`config.mk`:
```
export PLATFORM = sky130hd
export DESIGN_NAME = cart_addr_xlat
export DESIGN_NICKNAME = d
export VERILOG_FILES = /design/src/rtl/cart_map_pkg.sv /design/src/rtl/cm_reset_sync.sv /design/src/rtl/cm_dec_32k.sv /design/src/rtl/cm_dec_64k.sv /design/src/rtl/cm_sram_wrap.sv /design/src/rtl/cart_addr_xlat.sv
export SDC_FILE = /design/constraint.sdc
export NUM_CORES = 1
export LEC_CHECK = 0
export BUFFER_PORTS_ARGS = -buffer_cell sky130_fd_sc_hd__buf_2
export CELL_PAD_IN_SITES_DETAIL_PLACEMENT = 1
export CELL_PAD_IN_SITES_GLOBAL_PLACEMENT = 2
export CORE_MARGIN = 2
export CORE_UTILIZATION = 33
export CTS_CLUSTER_SIZE = 25
export DETAILED_ROUTE_END_ITERATION = 8
export PLACE_DENSITY = 0.86
export SLEW_MARGIN = 20
export SYNTH_ARGS = -nofsm -noshare
export SYNTH_HDL_FRONTEND = slang
export SYNTH_SLANG_ARGS = --single-unit
```
`constraint.sdc`:
```
create_clock -name clk -period 1.9 [get_ports clk]
set_input_delay 0.095 -clock clk [delete_from_list [all_inputs] [get_ports clk]]
set_output_delay 0.095 -clock clk [all_outputs]
set_load 0.01 [all_outputs]
```
`src/rtl/cart_map_pkg.sv`:
```
package cart_map_pkg;
  localparam int ADDR_W     = 24;
  localparam int ROM_AW     = 22;
  localparam int SRAM_RAW_W = 18;

  typedef enum logic [1:0] {
    TGT_NONE = 2'd0,
    TGT_ROM  = 2'd1,
    TGT_SRAM = 2'd2
  } tgt_e;

  typedef struct packed {
    tgt_e                  tgt;
    logic [ROM_AW-1:0]     rom_off;
    logic [SRAM_RAW_W-1:0] sram_raw;
  } dec_t;
endpackage

```
`src/rtl/cm_reset_sync.sv`:
```
module cm_reset_sync (
  input  logic clk,
  input  logic rst_n,
  output logic rst_q_n
);
  logic stage_q;

  always_ff @(posedge clk or negedge rst_n) begin
    if (!rst_n) begin
      stage_q <= 1'b0;
      rst_q_n <= 1'b0;
    end else begin
      stage_q <= 1'b1;
      rst_q_n <= stage_q;
    end
  end
endmodule

```
`src/rtl/cm_dec_32k.sv`:
```
module cm_dec_32k
  import cart_map_pkg::*;
#(
  parameter bit SRAM_EN      = 1'b1,
  parameter bit LOW_HALF_ROM = 1'b0
) (
  input  logic [ADDR_W-1:0] addr,
  output dec_t              dec
);
  logic [6:0]  bank7;
  logic [15:0] ofs;
  logic        is_wram;
  logic        sram_bank;
  logic        mid_bank;

  always_comb begin
    bank7     = addr[22:16];
    ofs       = addr[15:0];
    // banks 7E/7F are work RAM only when bank bit 7 is clear
    is_wram   = !addr[23] && (bank7[6:1] == 6'h3F);
    sram_bank = (bank7[6:4] == 3'b111);
    mid_bank  = bank7[6] && !sram_bank;

    dec.rom_off  = {bank7, ofs[14:0]};
    dec.sram_raw = {3'b000, ofs[14:0]};
    dec.tgt      = TGT_NONE;

    if (is_wram) begin
      dec.tgt = TGT_NONE;
    end else if (ofs[15]) begin
      dec.tgt = TGT_ROM;
    end else if (sram_bank) begin
      if (SRAM_EN)           dec.tgt = TGT_SRAM;
      else if (LOW_HALF_ROM) dec.tgt = TGT_ROM;
    end else if (mid_bank && LOW_HALF_ROM) begin
      dec.tgt = TGT_ROM;
    end
  end
endmodule

```
`src/rtl/cm_dec_64k.sv`:
```
module cm_dec_64k
  import cart_map_pkg::*;
#(
  parameter bit SRAM_EN = 1'b1
) (
  input  logic [ADDR_W-1:0] addr,
  output dec_t              dec
);
  logic [7:0]  bank;
  logic [15:0] ofs;
  logic        is_wram;
  logic        sram_win;

  always_comb begin
    bank     = addr[23:16];
    ofs      = addr[15:0];
    is_wram  = !bank[7] && (bank[6:1] == 6'h3F);
    sram_win = !bank[6] && bank[5] && (ofs[15:13] == 3'b011);

    dec.rom_off  = {bank[5:0], ofs};
    dec.sram_raw = {bank[4:0], ofs[12:0]};
    dec.tgt      = TGT_NONE;

    if (is_wram) begin
      dec.tgt = TGT_NONE;
    end else if (bank[6] || ofs[15]) begin
      dec.tgt = TGT_ROM;
    end else if (sram_win && SRAM_EN) begin
      dec.tgt = TGT_SRAM;
    end
  end
endmodule

```
`src/rtl/cm_sram_wrap.sv`:
```
module cm_sram_wrap
  import cart_map_pkg::*;
#(
  parameter int SRAM_AW = 13,
  parameter bit SRAM_EN = 1'b1
) (
  input  logic [SRAM_RAW_W-1:0] raw,
  output logic [SRAM_AW-1:0]    wrapped
);
  generate
    if (SRAM_EN) begin : g_wrap
      // power-of-two size: wrapping keeps the low address bits
      assign wrapped = raw[SRAM_AW-1:0];
    end else begin : g_none
      assign wrapped = '0;
    end
  endgenerate
endmodule

```
`src/rtl/cart_addr_xlat.sv`:
```
module cart_addr_xlat
  import cart_map_pkg::*;
#(
  parameter int SRAM_BYTES   = 8192,
  parameter bit LOW_HALF_ROM = 1'b0,
  localparam bit SRAM_EN     = (SRAM_BYTES > 0),
  localparam int SRAM_AW     = (SRAM_BYTES > 1) ? $clog2(SRAM_BYTES) : 1
) (
  input  logic               clk,
  input  logic               rst_n,
  input  logic               en,
  input  logic               map_64k,
  input  logic [23:0]        bus_addr,
  output logic               rom_hit,
  output logic [21:0]        rom_off,
  output logic               sram_hit,
  output logic [SRAM_AW-1:0] sram_off,
  output logic               no_resp
);
  logic rst_q_n;
  dec_t dec_lo;
  dec_t dec_hi;
  dec_t dec_sel;
  logic [SRAM_AW-1:0] sram_w;

  logic               rom_hit_d, sram_hit_d, no_resp_d;
  logic [21:0]        rom_off_d;
  logic [SRAM_AW-1:0] sram_off_d;

  cm_reset_sync u_rst (.clk(clk), .rst_n(rst_n), .rst_q_n(rst_q_n));

  cm_dec_32k #(.SRAM_EN(SRAM_EN), .LOW_HALF_ROM(LOW_HALF_ROM)) u_dec32 (
    .addr(bus_addr), .dec(dec_lo));

  cm_dec_64k #(.SRAM_EN(SRAM_EN)) u_dec64 (
    .addr(bus_addr), .dec(dec_hi));

  assign dec_sel = map_64k ? dec_hi : dec_lo;

  cm_sram_wrap #(.SRAM_AW(SRAM_AW), .SRAM_EN(SRAM_EN)) u_wrap (
    .raw(dec_sel.sram_raw), .wrapped(sram_w));

  // next-state
  always_comb begin
    rom_hit_d  = rom_hit;
    sram_hit_d = sram_hit;
    no_resp_d  = no_resp;
    rom_off_d  = rom_off;
    sram_off_d = sram_off;
    if (en) begin
      rom_hit_d  = (dec_sel.tgt == TGT_ROM);
      sram_hit_d = (dec_sel.tgt == TGT_SRAM);
      no_resp_d  = (dec_sel.tgt == TGT_NONE);
      rom_off_d  = (dec_sel.tgt == TGT_ROM)  ? dec_sel.rom_off : '0;
      sram_off_d = (dec_sel.tgt == TGT_SRAM) ? sram_w          : '0;
    end
  end

  // registers
  always_ff @(posedge clk or negedge rst_q_n) begin
    if (!rst_q_n) begin
      rom_hit  <= 1'b0;
      sram_hit <= 1'b0;
      no_resp  <= 1'b1;
      rom_off  <= '0;
      sram_off <= '0;
    end else begin
      rom_hit  <= rom_hit_d;
      sram_hit <= sram_hit_d;
      no_resp  <= no_resp_d;
      rom_off  <= rom_off_d;
      sram_off <= sram_off_d;
    end
  end
endmodule

```
# ---- Word level (Yosys, flattened, before mapping)
# Index checks and enable logic that the tools add are counted.
dict set report op_classes {
  mux 9
  reduce_logical 7
  n_eq_ne 5
}
# cell n
set ops {}
lappend ops {{2-to-1 mux 42 bit} 1}
lappend ops {{2-to-1 mux 22 bit} 1}
lappend ops {{2-to-1 mux 13 bit} 1}
lappend ops {{2-to-1 mux 2 bit} 6}
lappend ops {{equality test 6 bit, second input constant} 1}
lappend ops {{equality test 3 x 2 -> 1 bit, second input constant} 1}
lappend ops {{equality test 3 bit, second input constant} 1}
lappend ops {{logical AND 1 bit} 3}
lappend ops {{equality test 2 x 1 -> 1 bit, second input constant} 1}
lappend ops {{equality test 2 bit, second input constant} 1}
lappend ops {{zero test 1 bit} 2}
lappend ops {{zero test 2 bit} 1}
lappend ops {{logical OR 1 bit} 1}
dict set report word_totals {
  ff_bits 40
  elab_cells 28
  in_bits 28
}

# ---- Longest topological paths before layout
# Gate-level depths: netlist of the first run.
dict set report depth {
  depth_word 9
  depth_mapped 5
  ltp_nobuf 3
}

# ---- Hierarchy
# A second synthesis of the first run with hierarchy kept.
dict set report hier_totals {
  hier_cells 319
  hier_area_um2 3027.9
}
# mod area_per_inst_um2 n_inst cells_each
set modules_own_cells {}
lappend modules_own_cells {cart_addr_xlat 2204.6 1 214}
lappend modules_own_cells {cm_dec_64k 339.1 1 44}
lappend modules_own_cells {cm_dec_32k 332.8 1 45}
lappend modules_own_cells {cm_sram_wrap 97.6 1 13}
lappend modules_own_cells {cm_reset_sync 53.8 1 3}

# ---- Least setup slack after synthesis of the first run
# OpenSTA, ideal clock, no wires.
dict set report synth_path {
  path_type {input-to-reg}
  from {input port map_64k}
  to {register sram_off[10]}
  cell_stages 5
  slack_ns 0.764
  arrival_ns 1.041
  path_cell_list {buf_6 -> nand3b_4 -> a211o_4 -> buf_6 -> o32ai_2}
}
dict set report synth_via {
  elab_chain_cells 3
}
# item line
set synth_lines {}
lappend synth_lines {{from (decl)} cart_addr_xlat.sv:12} ;# input logic map_64k,
lappend synth_lines {{2-to-1 mux 42 bit} cart_addr_xlat.sv:38} ;# assign dec_sel = map_64k ? dec_hi : dec_lo;
lappend synth_lines {{equality test 2 bit} cart_addr_xlat.sv:55} ;# sram_off_d = (dec_sel.tgt == TGT_SRAM) ? sram_w : '0;
lappend synth_lines {{2-to-1 mux 13 bit} cart_addr_xlat.sv:55}
lappend synth_lines {{to (signal assigned)} cart_addr_xlat.sv:72} ;# sram_off <= sram_off_d;
lappend synth_lines {{to (decl)} cart_addr_xlat.sv:17} ;# output logic [SRAM_AW-1:0] sram_off,
# No other way between the ends.
# A chain may end at the register's enable or synchronous reset.

# ---- Worst setup path after layout of the first run
dict set report layout_path {
  from {register no_resp}
  to {output port no_resp}
}
# item line
set layout_lines {}
lappend layout_lines {{from (decl)} cart_addr_xlat.sv:18} ;# output logic no_resp
lappend layout_lines {{from (signal assigned)} cart_addr_xlat.sv:70} ;# no_resp <= no_resp_d;
# No word-level cell between the ends.

==> impl_metrics.py, run 1 <==
metrics = {
    "placement": {
        "placedCellCount": 263,
        "dp_hpwl_mm": 3.18,
        "placement.io_buffers": 65,
        "globalplace.congestion": 0.726,
        "postPlaceCellArea_um2": 2120,
    },
    "detailed_routing": {
        "vias": 1312,
        "wl_per_cell_um": 15.9,
        "drc": 0,
        "wl_met1_mm": 1.99,
        "wl_met3_um": 227,
        "drt_wl_total_mm": 4.31,
        "highest_layer": "met4",
        "first_iter_violations": 51,
        "met2_length_mm": 2.03,
        "ant_nets": 0,
        "drtPass1Iterations": 4,
        "via_per_inst": 4.82,
    },
    "layout": {
        "drive_above_1_share_pct": 46.0,
        "layout.cells.non_filler": 272,
        "final_nets": 229,
        "final_area_um2": 2260,
        "fillers": 592,
        "antenna_cells": 0,
        "final_cell_mix": "65 x buf_2, 39 x dfrtp_1, 28 x inv_1, 15 x a22o_1, 9 x o32ai_2",
        "final_common_cell": "buf_2",
        "synthToLayoutAreaGrowth_pct": 29.7,
    },
    "sta": {
        "period_needed_ns": 1.06,
        "rsz0062_at_grt": "false",
        "finalSetupViolCount": 0,
        "fin_tns_setup_ns": 0,
        "finalHoldViolations": 0,
        "hold_ws_ns": 0.0221,
        "drv_slew": 0,
        "worstMarginPinSlew_ns": 0.791,
        "max_freq_mhz": 941,
        "finalClockSkew_ns": 0.00670,
        "relSlewSlack_pct": 47.2,
        "finalCritPeriodShare_pct": 56.0,
    },
    "job": {
        "max-cap-violations": 0,
    },
    "logic_synthesis": {
        "muxShareOfSynthArea_pct": 3.45,
        "synthAdderAreaFrac_pct": 0,
        "synth_top_family_by_area": "compound AO/OA/AOI/OAI gates",
        "avgSynthCellArea_um2": 13.1,
        "yosysWarnings": 0,
        "ys_ff_latch": 40,
        "synth_cell_type_count": 26,
        "synth-xor-area-share_pct": 0,
        "synthCells": 133,
        "synth_edf_count": 0,
        "synth-compound-area-share_pct": 26.3,
        "synthSimpleGateAreaFrac_pct": 3.17,
        "synth-seq-area-share_pct": 57.6,
        "async_flop_share_pct": 100,
        "synth_nets": 161,
        "synthFlopType": "dfrtp_1",
        "syn_area_um2": 1740,
    },
    "power": {
        "power.total_mw": 1.98,
        "ir_worst_vdd_uv": 372,
        "pwr_density_cell_nw_per_um2": 878,
        "leakage_nw": 1.18,
    },
    "worst_setup_path": {
        "crit_chain": "buf_2",
        "worst-path-max-fanout": 2,
        "path_delay_family": "flip-flops",
        "path_buf_inv": 1,
        "startpoint_type": "flop",
        "cpPeakStageDelay_ns": 0.54,
        "worstPathRequired_ns": 1.80,
        "crit_path_end_kind": "primary output",
        "worstPathArrival_ns": 0.97,
        "critical_path_class": "reg2out",
        "crit_slowest_cell": "dfstp_2",
    },
    "floorplanning": {
        "rows": 26,
        "die_h_um": 76.6,
        "die_x_um": 76.6,
        "ios": 66,
        "initial_core_util_pct": 34.1,
        "coreArea_um2": 5110,
        "die-area_um2": 5870,
    },
    "global_routing": {
        "grtUsageTotal_pct": 15.4,
        "antenna_found_initial": 0,
        "grt_max_degree": 39,
        "gr-total-overflow": 0,
        "first_global_vias": 1414,
        "grt_pass1_wl_mm": 7.09,
    },
    "clocking": {
        "cts_tree": "done",
        "cts_sinks": 40,
        "clk_pin_slew_ns": 0.08,
        "clock_latency_ns": 0.30,
        "hold_buffers": 1,
        "cts_resized": 0,
        "cts_root_buffer": "clkbuf_8",
        "h-tree-depth": 2,
        "numCtsBuffers": 5,
        "cts_setup_buffers": 0,
        "cts_max_path_buffers": 2,
    },
    "outcome": {
        "outcome": "complete, no violations",
    },
    "min_path": {
        "holdCritPathClass": "in2reg",
    },
}
power by group:
part           internal [mW]  switching [mW]  total (mW)
Sequential             0.909          0.0320       0.941
Clock                  0.464           0.303       0.767
Combinational          0.120           0.154       0.273
Total                   1.49           0.489        1.98
flip-flops by register name (all words and copies together) (netlist names):
register       count
rom_off           22
sram_hit           1
u_rst.rst_q_n      1
rom_hit            1
u_rst.stage_q      1
sram_off          13
no_resp            1
routing by layer:
| layer | vias up | track usage, % |
|---|---|---|
| li1 | 611 | - |
| met1 | 648 | 21.4 |
| met2 | 46 | 23.3 |
| met3 | 7 | 4.50 |
| met4 | 0 | 4.73 |
| met5 | - | 0 |
logic make-up (layout without fill, tap and decap cells):
kind of cell,after synthesis,in the layout
buffers and inverters,36,105
AOI/OAI and AO/OA,44,44
and+or+nand+nor,6,6
other,1,1
DFF,40,40
muxes,6,6
path summary, 6_finish.rpt:
check | start | to | slack [ns] | cells past startpoint
worst min register to register | u_rst.rst_q_n | sram_off[12] | 0.29 | 1
max in group asynchronous | u_rst.rst_q_n | no_resp | 1.27 | 1
worst max register to register | no_resp | no_resp | 0.84 | 3
worst min-delay path | bus_addr[14] | rom_off[14] | 0.02 | 2
worst max-delay path | no_resp | no_resp | 0.84 | 1
min in group asynchronous | rst_n | u_rst.stage_q | 0.10 | 2
final cells by class:
cell class	count	area (um2)	area share [%]
Multi-Input combinational cell	57	577	25.6
Tap cell	70	87.6	3.88
Clock inverter	1	30.0	1.33
Inverter	28	105	4.66
Sequential cell	40	1000	44.4
Timing Repair Buffer	69	358	15.9
Clock buffer	7	96.3	4.27
metrics by stage:
step	setup WS, ns	util [%]
detailed placement	0.565	41.5
floorplan	0.706	-
finish	0.837	44.2
global route	0.804	44.2
CTS	0.828	44.2
global placement	0.663	41.5
cells in the mapped netlist (2+ instances only):
| master | count | area (um2) |
|---|---|---|
| inv_1 | 28 | 105 |
| o32ai_2 | 9 | 146 |
| buf_6 | 3 | 33.8 |
| buf_1 | 3 | 11.3 |
| a22o_1 | 15 | 131 |
| o2bb2ai_1 | 8 | 70.1 |
| o32ai_1 | 4 | 35.0 |
| mux2i_1 | 6 | 60.1 |
| dfrtp_1 | 39 | 976 |
| buf_2 | 2 | 10.0 |
Note: power is estimated with default switching activity, not from simulation.
==> inputs of run 2 (changes only) <==
Settings changed: ABC_AREA set to 1, CORE_UTILIZATION 33 to 27, PLACE_DENSITY 0.86 to 0.81.
Clock period 1.9 ns to 1.1 ns, I/O delays scaled along.
==> run 2 against run 1 <==
  * Combinational power rose by 92%
  * Largest power group unchanged
  * Largest cell class unchanged
  * Critical path type unchanged
  * Die area rose by 20%
  * Sequential power rose by 72%
  * Setup slack got worse by 0.73 ns
  * Power rose by 55%
  * Via count rose by 21%
  * Register-to-register slack got worse by 0.44 ns
  * Utilization fell by 5.9 points
  * Non-clock buffer count rose by 18
==> impl_metrics.py, run 2 <==
metrics = {
    "detailed_routing": {
        "drtPass1Iterations": 4,
        "wl_per_cell_um": 13.7,
        "ant_nets": 0,
        "first_iter_violations": 74,
        "via_per_inst": 4.38,
        "drt_wl_total_mm": 4.97,
        "drc": 0,
        "vias": 1591,
    },
    "worst_setup_path": {
        "critical_path_class": "reg2out",
        "crit_slowest_cell": "dfstp_2",
        "crit_path_end_kind": "primary output",
        "path_delay_family": "flip-flops",
        "r2r_slack_ns": 0.40,
        "worst-path-max-fanout": 2,
        "worstPathRequired_ns": 1.04,
        "cpPeakStageDelay_ns": 0.53,
        "path_buf_inv": 1,
        "startpoint_type": "flop",
        "worstPathArrival_ns": 0.94,
        "crit_chain": "buf_2",
    },
    "clocking": {
        "cts_setup_buffers": 0,
        "cts_max_path_buffers": 2,
        "cts_resized": 0,
        "clock_latency_ns": 0.29,
        "cts_sinks": 40,
        "cts_root_buffer": "clkbuf_8",
        "numCtsBuffers": 5,
        "h-tree-depth": 2,
        "clk_pin_slew_ns": 0.08,
        "cts_tree": "done",
    },
    "global_routing": {
        "gr-total-overflow": 0,
        "antenna_found_initial": 0,
        "grt_pass1_wl_mm": 8.60,
        "first_global_vias": 1759,
        "grt_max_degree": 39,
        "grtUsageTotal_pct": 15.2,
    },
    "sta": {
        "relSlewSlack_pct": 65.1,
        "worstMarginPinSlew_ns": 0.523,
        "finalSetupViolCount": 0,
        "finalCritPeriodShare_pct": 90.6,
        "drv_slew": 0,
        "rsz0062_at_grt": "false",
        "max_freq_mhz": 1000,
        "worst_slack_ns": 0.103,
        "finalHoldViolations": 0,
        "finalClockSkew_ns": 0.0102,
        "period_needed_ns": 0.997,
    },
    "layout": {
        "final_area_um2": 2390,
        "post-route-util_pct": 38.2,
        "final_common_cell": "nand2_1",
        "synthToLayoutAreaGrowth_pct": 38.6,
        "final_cell_mix": "111 x nand2_1, 65 x buf_2, 38 x dfrtp_1, 14 x dlygate4sd3_1, 13 x nand4_1",
        "top_regs": "rom_off: 22 flops, sram_off: 13 flops",
        "fillers": 772,
        "antenna_cells": 0,
        "top_register": "rom_off",
        "final_nets": 314,
        "largest_reg_flops": 22,
        "drive_above_1_share_pct": 31.5,
    },
    "logic_synthesis": {
        "async_flop_share_pct": 100,
        "ys_ff_latch": 40,
        "avgSynthCellArea_um2": 8.52,
        "synth.most_common_cell": "nand2_1",
        "synth_nets": 230,
        "synth_common_cells": "111 x nand2_1, 39 x dfrtp_1, 13 x nand4_1",
        "yosysTopAreaCell": "dfrtp_1",
        "synthFlopType": "dfrtp_1",
        "synth-seq-area-share_pct": 58.2,
        "synthCells": 202,
        "yosysWarnings": 0,
        "syn_area_um2": 1720,
        "synth_edf_count": 0,
        "yosysTopAreaCellShare_pct": 56.7,
        "synth_cell_type_count": 21,
        "synthTopCellsByArea": "dfrtp_1 57%, nand2_1 24%, nand4_1 4.7%",
    },
    "job": {
        "max-cap-violations": 0,
    },
    "floorplanning": {
        "die_x_um": 83.9,
        "coreArea_um2": 6240,
        "die_h_um": 83.9,
        "initial_core_util_pct": 27.6,
        "ios": 66,
        "die-area_um2": 7030,
        "rows": 29,
    },
    "min_path": {
        "holdCritPathClass": "in2reg",
    },
    "placement": {
        "dp_hpwl_mm": 3.57,
        "pre_cts_ws_ns": -0.0999,
        "postPlaceCellArea_um2": 2160,
        "placement.io_buffers": 65,
        "globalplace.congestion": 0.727,
    },
    "power": {
        "leakage_nw": 1.38,
        "ir_worst_vdd_uv": 469,
        "pwr_density_cell_nw_per_um2": 1290,
    },
    "outcome": {
        "outcome": "complete, no violations",
    },
}
## run 2: changes by cell type in the layout (fill, tap and decap cells not counted), sizes merged, moves of 7 or more
| cell | before | now |
|---|---|---|
| o21ai | 2 | 9 |
| o32ai | 13 | 0 |
| inv | 28 | 8 |
| nand4 | 1 | 13 |
| a22o | 16 | 0 |
| o2bb2ai | 8 | 0 |
| nand2 | 0 | 113 |
| dlygate4sd3 | 1 | 14 |
## run 2: kinds of logic (layout without fill, tap and decap cells)
group / after synthesis / count (layout) / synth area share (%)
flip-flops: 40 / 40 / 58.2
other: 1 / 1 / 0.218
buffers and inverters: 18 / 102 / 5.67
AO/OA/AOI/OAI: 12 / 12 / 4.51
AND/OR/NAND/NOR: 131 / 131 / 31.4
## run 2: final cells by class
| cell class | count | area (um2) | area share (%) |
|---|---|---|---|
| Multi-Input combinational cell | 144 | 622 | 26.1 |
| Inverter | 8 | 32.5 | 1.36 |
| Timing Repair Buffer | 87 | 551 | 23.1 |
| Tap cell | 77 | 96.3 | 4.04 |
| Clock buffer | 5 | 68.8 | 2.88 |
| Sequential cell | 40 | 1000 | 42.1 |
| Clock inverter | 2 | 12.5 | 0.524 |
## run 2: where the power goes
group          internal, mW  switching (mW)
logic                 0.221           0.303
clock network         0.430           0.503
registers              1.57          0.0526
## run 2: what timing repair did
item                                    CTS  global route
hold buffers                             14             0
endpoints found under the hold margin    15             0
endpoints found under the setup margin    0             0
## run 2: worst paths after layout
kind,end,cells after the start,from
max in group asynchronous,no_resp,1,u_rst.rst_q_n
min in group asynchronous,u_rst.rst_q_n,2,rst_n
min,rom_off[6],3,bus_addr[6]
max reg2reg,no_resp,2,no_resp
max,no_resp,1,no_resp
min reg2reg,rom_off[1],1,u_rst.rst_q_n
## run 2: per-stage QoR
stage,hold WS [ns],setup TNS [ns],power [mW],std cells
6_report,0.00675,0,3.08,363
5_1_grt,0.0218,0,3.26,363
4_1_cts,0.00725,0,3.13,363
3_5_place_dp,-0.148,-1.24,2.15,342
3_3_place_gp,-0.153,-0.875,2.14,342
2_1_floorplan,-0.241,0,1.90,202
## run 2: per-layer routing
| metal | GRT usage, % | up-vias | wire length, um |
|---|---|---|---|
| li1 | - | 797 | - |
| met1 | 19.2 | 759 | 2260 |
| met2 | 26.0 | 29 | 2440 |
| met3 | 3.76 | 6 | 217 |
| met4 | 4.40 | 0 | 54 |
| met5 | 0 | - | 0 |
## run 2: tightest hold or removal path, delay by kind of cell
kind,cells,cell delay [ns]
buf+inv,1,0.09
simple gates,2,0.12
==> inputs of run 3 (changes only) <==
Settings changed: SETUP_SLACK_MARGIN set to 0.4.
==> run 3 against run 2 <==
  * Critical path depth unchanged
  * Wire length increased by 47%
  * Combinational power increased by 70%
  * Critical endpoint unchanged
==> impl_metrics.py, run 3 (synthesis results as in run 2) <==
metrics = {
    "outcome": {
        "outcome": "complete, no violations",
    },
    "clocking": {
        "numCtsBuffers": 5,
        "cts_sinks": 40,
        "cts_root_buffer": "clkbuf_8",
        "clock_latency_ns": 0.31,
        "clk_pin_slew_ns": 0.08,
        "cts_tree": "done",
        "cts_max_path_buffers": 2,
        "h-tree-depth": 2,
    },
    "worst_setup_path": {
        "crit_slowest_cell": "dfstp_2",
        "startpoint_type": "flop",
        "critical_path_class": "reg2out",
        "r2r_slack_ns": 0.27,
        "worstPathArrival_ns": 0.94,
        "reg2reg_depth": 4,
        "rr_endpoint": "rom_off[8]",
        "path_buf_inv": 1,
        "cpPeakStageDelay_ns": 0.55,
        "crit_end": "no_resp",
        "crit_path_end_kind": "primary output",
        "path_depth": 1,
        "crit-reg2reg-launch": "rom_off[8]",
        "crit_start": "no_resp",
        "crit_chain": "buf_6",
        "worstPathRequired_ns": 1.04,
        "path_delay_family": "flip-flops",
        "worst-path-max-fanout": 2,
    },
    "sta": {
        "max_freq_mhz": 1010,
        "finalSetupViolCount": 0,
        "drv_slew": 0,
        "period_needed_ns": 0.995,
        "finalCritPeriodShare_pct": 90.5,
        "fin_tns_setup_ns": 0,
        "finalHoldViolations": 0,
        "finalClockSkew_ns": 0.0104,
        "rsz0062_at_grt": "true",
    },
    "detailed_routing": {
        "vias": 1911,
        "first_iter_violations": 89,
        "drt_wl_total_mm": 7.29,
        "drtPass1Iterations": 4,
        "via_per_inst": 4.73,
        "drc": 0,
        "ant_nets": 0,
        "wl_per_cell_um": 18.0,
    },
    "layout": {
        "final_nets": 354,
        "multi_input_comb_area_um2": 868,
        "drive_above_1_share_pct": 55.0,
        "top_register": "rom_off",
        "final_cell_mix": "68 x nand2_1, 52 x buf_2, 38 x dfrtp_1, 33 x buf_6, 32 x nand2_2",
        "synthToLayoutAreaGrowth_pct": 83.3,
        "fillers": 752,
        "layout.cells.non_filler": 404,
        "final_common_cell": "nand2_1",
        "top_regs": "rom_off: 22 flops, sram_off: 13 flops",
        "regArea_um2": 1010,
        "largest_reg_flops": 22,
        "antenna_cells": 0,
    },
    "global_routing": {
        "grt_max_degree": 23,
        "gr-total-overflow": 0,
        "grt_pass1_wl_mm": 10.1,
        "grtUsageTotal_pct": 18.5,
        "antenna_found_initial": 0,
        "first_global_vias": 1953,
    },
    "floorplanning": {
        "coreArea_um2": 6240,
        "initial_core_util_pct": 27.6,
        "die-area_um2": 7030,
        "ios": 66,
        "die_x_um": 83.9,
        "die_h_um": 83.9,
        "rows": 29,
    },
    "power": {
        "power.total_mw": 3.60,
        "ir_worst_vdd_uv": 643,
        "pwr_density_cell_nw_per_um2": 1140,
        "leakage_nw": 1.74,
    },
    "placement": {
        "dp_hpwl_mm": 3.84,
        "placement.io_buffers": 65,
        "globalplace.congestion": 0.755,
        "placedCellCount": 348,
    },
    "job": {
        "max-cap-violations": 0,
    },
    "min_path": {
        "holdCritPathClass": "in2reg",
    },
}
## run 3: worst min-delay path by stage
stage | depth (start not counted) | slack, ns | end | start
3_3_place_gp | 1 | -0.16 | u_rst.stage_q | rst_n
3_5_place_dp | 1 | -0.15 | u_rst.stage_q | rst_n
2_1_floorplan | 0 | -0.24 | u_rst.stage_q | rst_n
4_1_cts | 3 | 0.004 | rom_off[13] | bus_addr[13]
5_1_grt | 3 | 0.06 | rom_off[13] | bus_addr[13]
6_report | 3 | 0.04 | rom_off[13] | bus_addr[13]
## run 3: power breakdown
group | switching, mW | internal, mW
combinational | 0.445 | 0.445
clock | 0.564 | 0.508
sequential | 0.0685 | 1.57
## run 3: layout make-up
class                   instances  share of cell area, %
well taps                      77                   3.05
repair buffers                125                   33.2
multi-input cells             146                   27.5
clock buffers                   6                   2.62
inverters                       8                   1.27
flip-flops and latches         40                   31.9
clock inverters                 2                  0.476
## run 3: timing repair
action,in CTS,in global routing
cloned,3,1
hold endpoints to repair,16,0
pin swaps,17,28
setup endpoints to repair,75,90
hold buffers,15,0
buffers inserted,12,17
resized for setup,29,80
## run 3: metal layers
| metal | wire (um) | vias to the layer above | track usage, % |
|---|---|---|---|
| met1 | 2870 | 945 | 23.1 |
| li1 | - | 881 | - |
| met5 | 0 | - | 0 |
| met4 | 146 | 0 | 7.33 |
| met3 | 392 | 13 | 3.26 |
| met2 | 3870 | 72 | 31.7 |
## run 3: stage by stage
stage | hold WS, ns | util, % | cell area [um2] | setup WS (ns)
global placement | -0.160 | 35.4 | 2210 | -0.0215
CTS | 0.00416 | 43.3 | 2700 | 0.108
detailed placement | -0.153 | 35.4 | 2210 | -0.0815
global route | 0.0612 | 50.6 | 3160 | 0.0759
floorplan | -0.241 | - | 1750 | 0.294
finish | 0.0363 | 50.6 | 3160 | 0.105
## run 3: worst reg2reg max path: stages, from the launching register on
cell	delay, ns
dfrtp_1	0.41
buf_6	0.13
buf_6	0.11
nand2_2	0.05
nand2_1	0.04
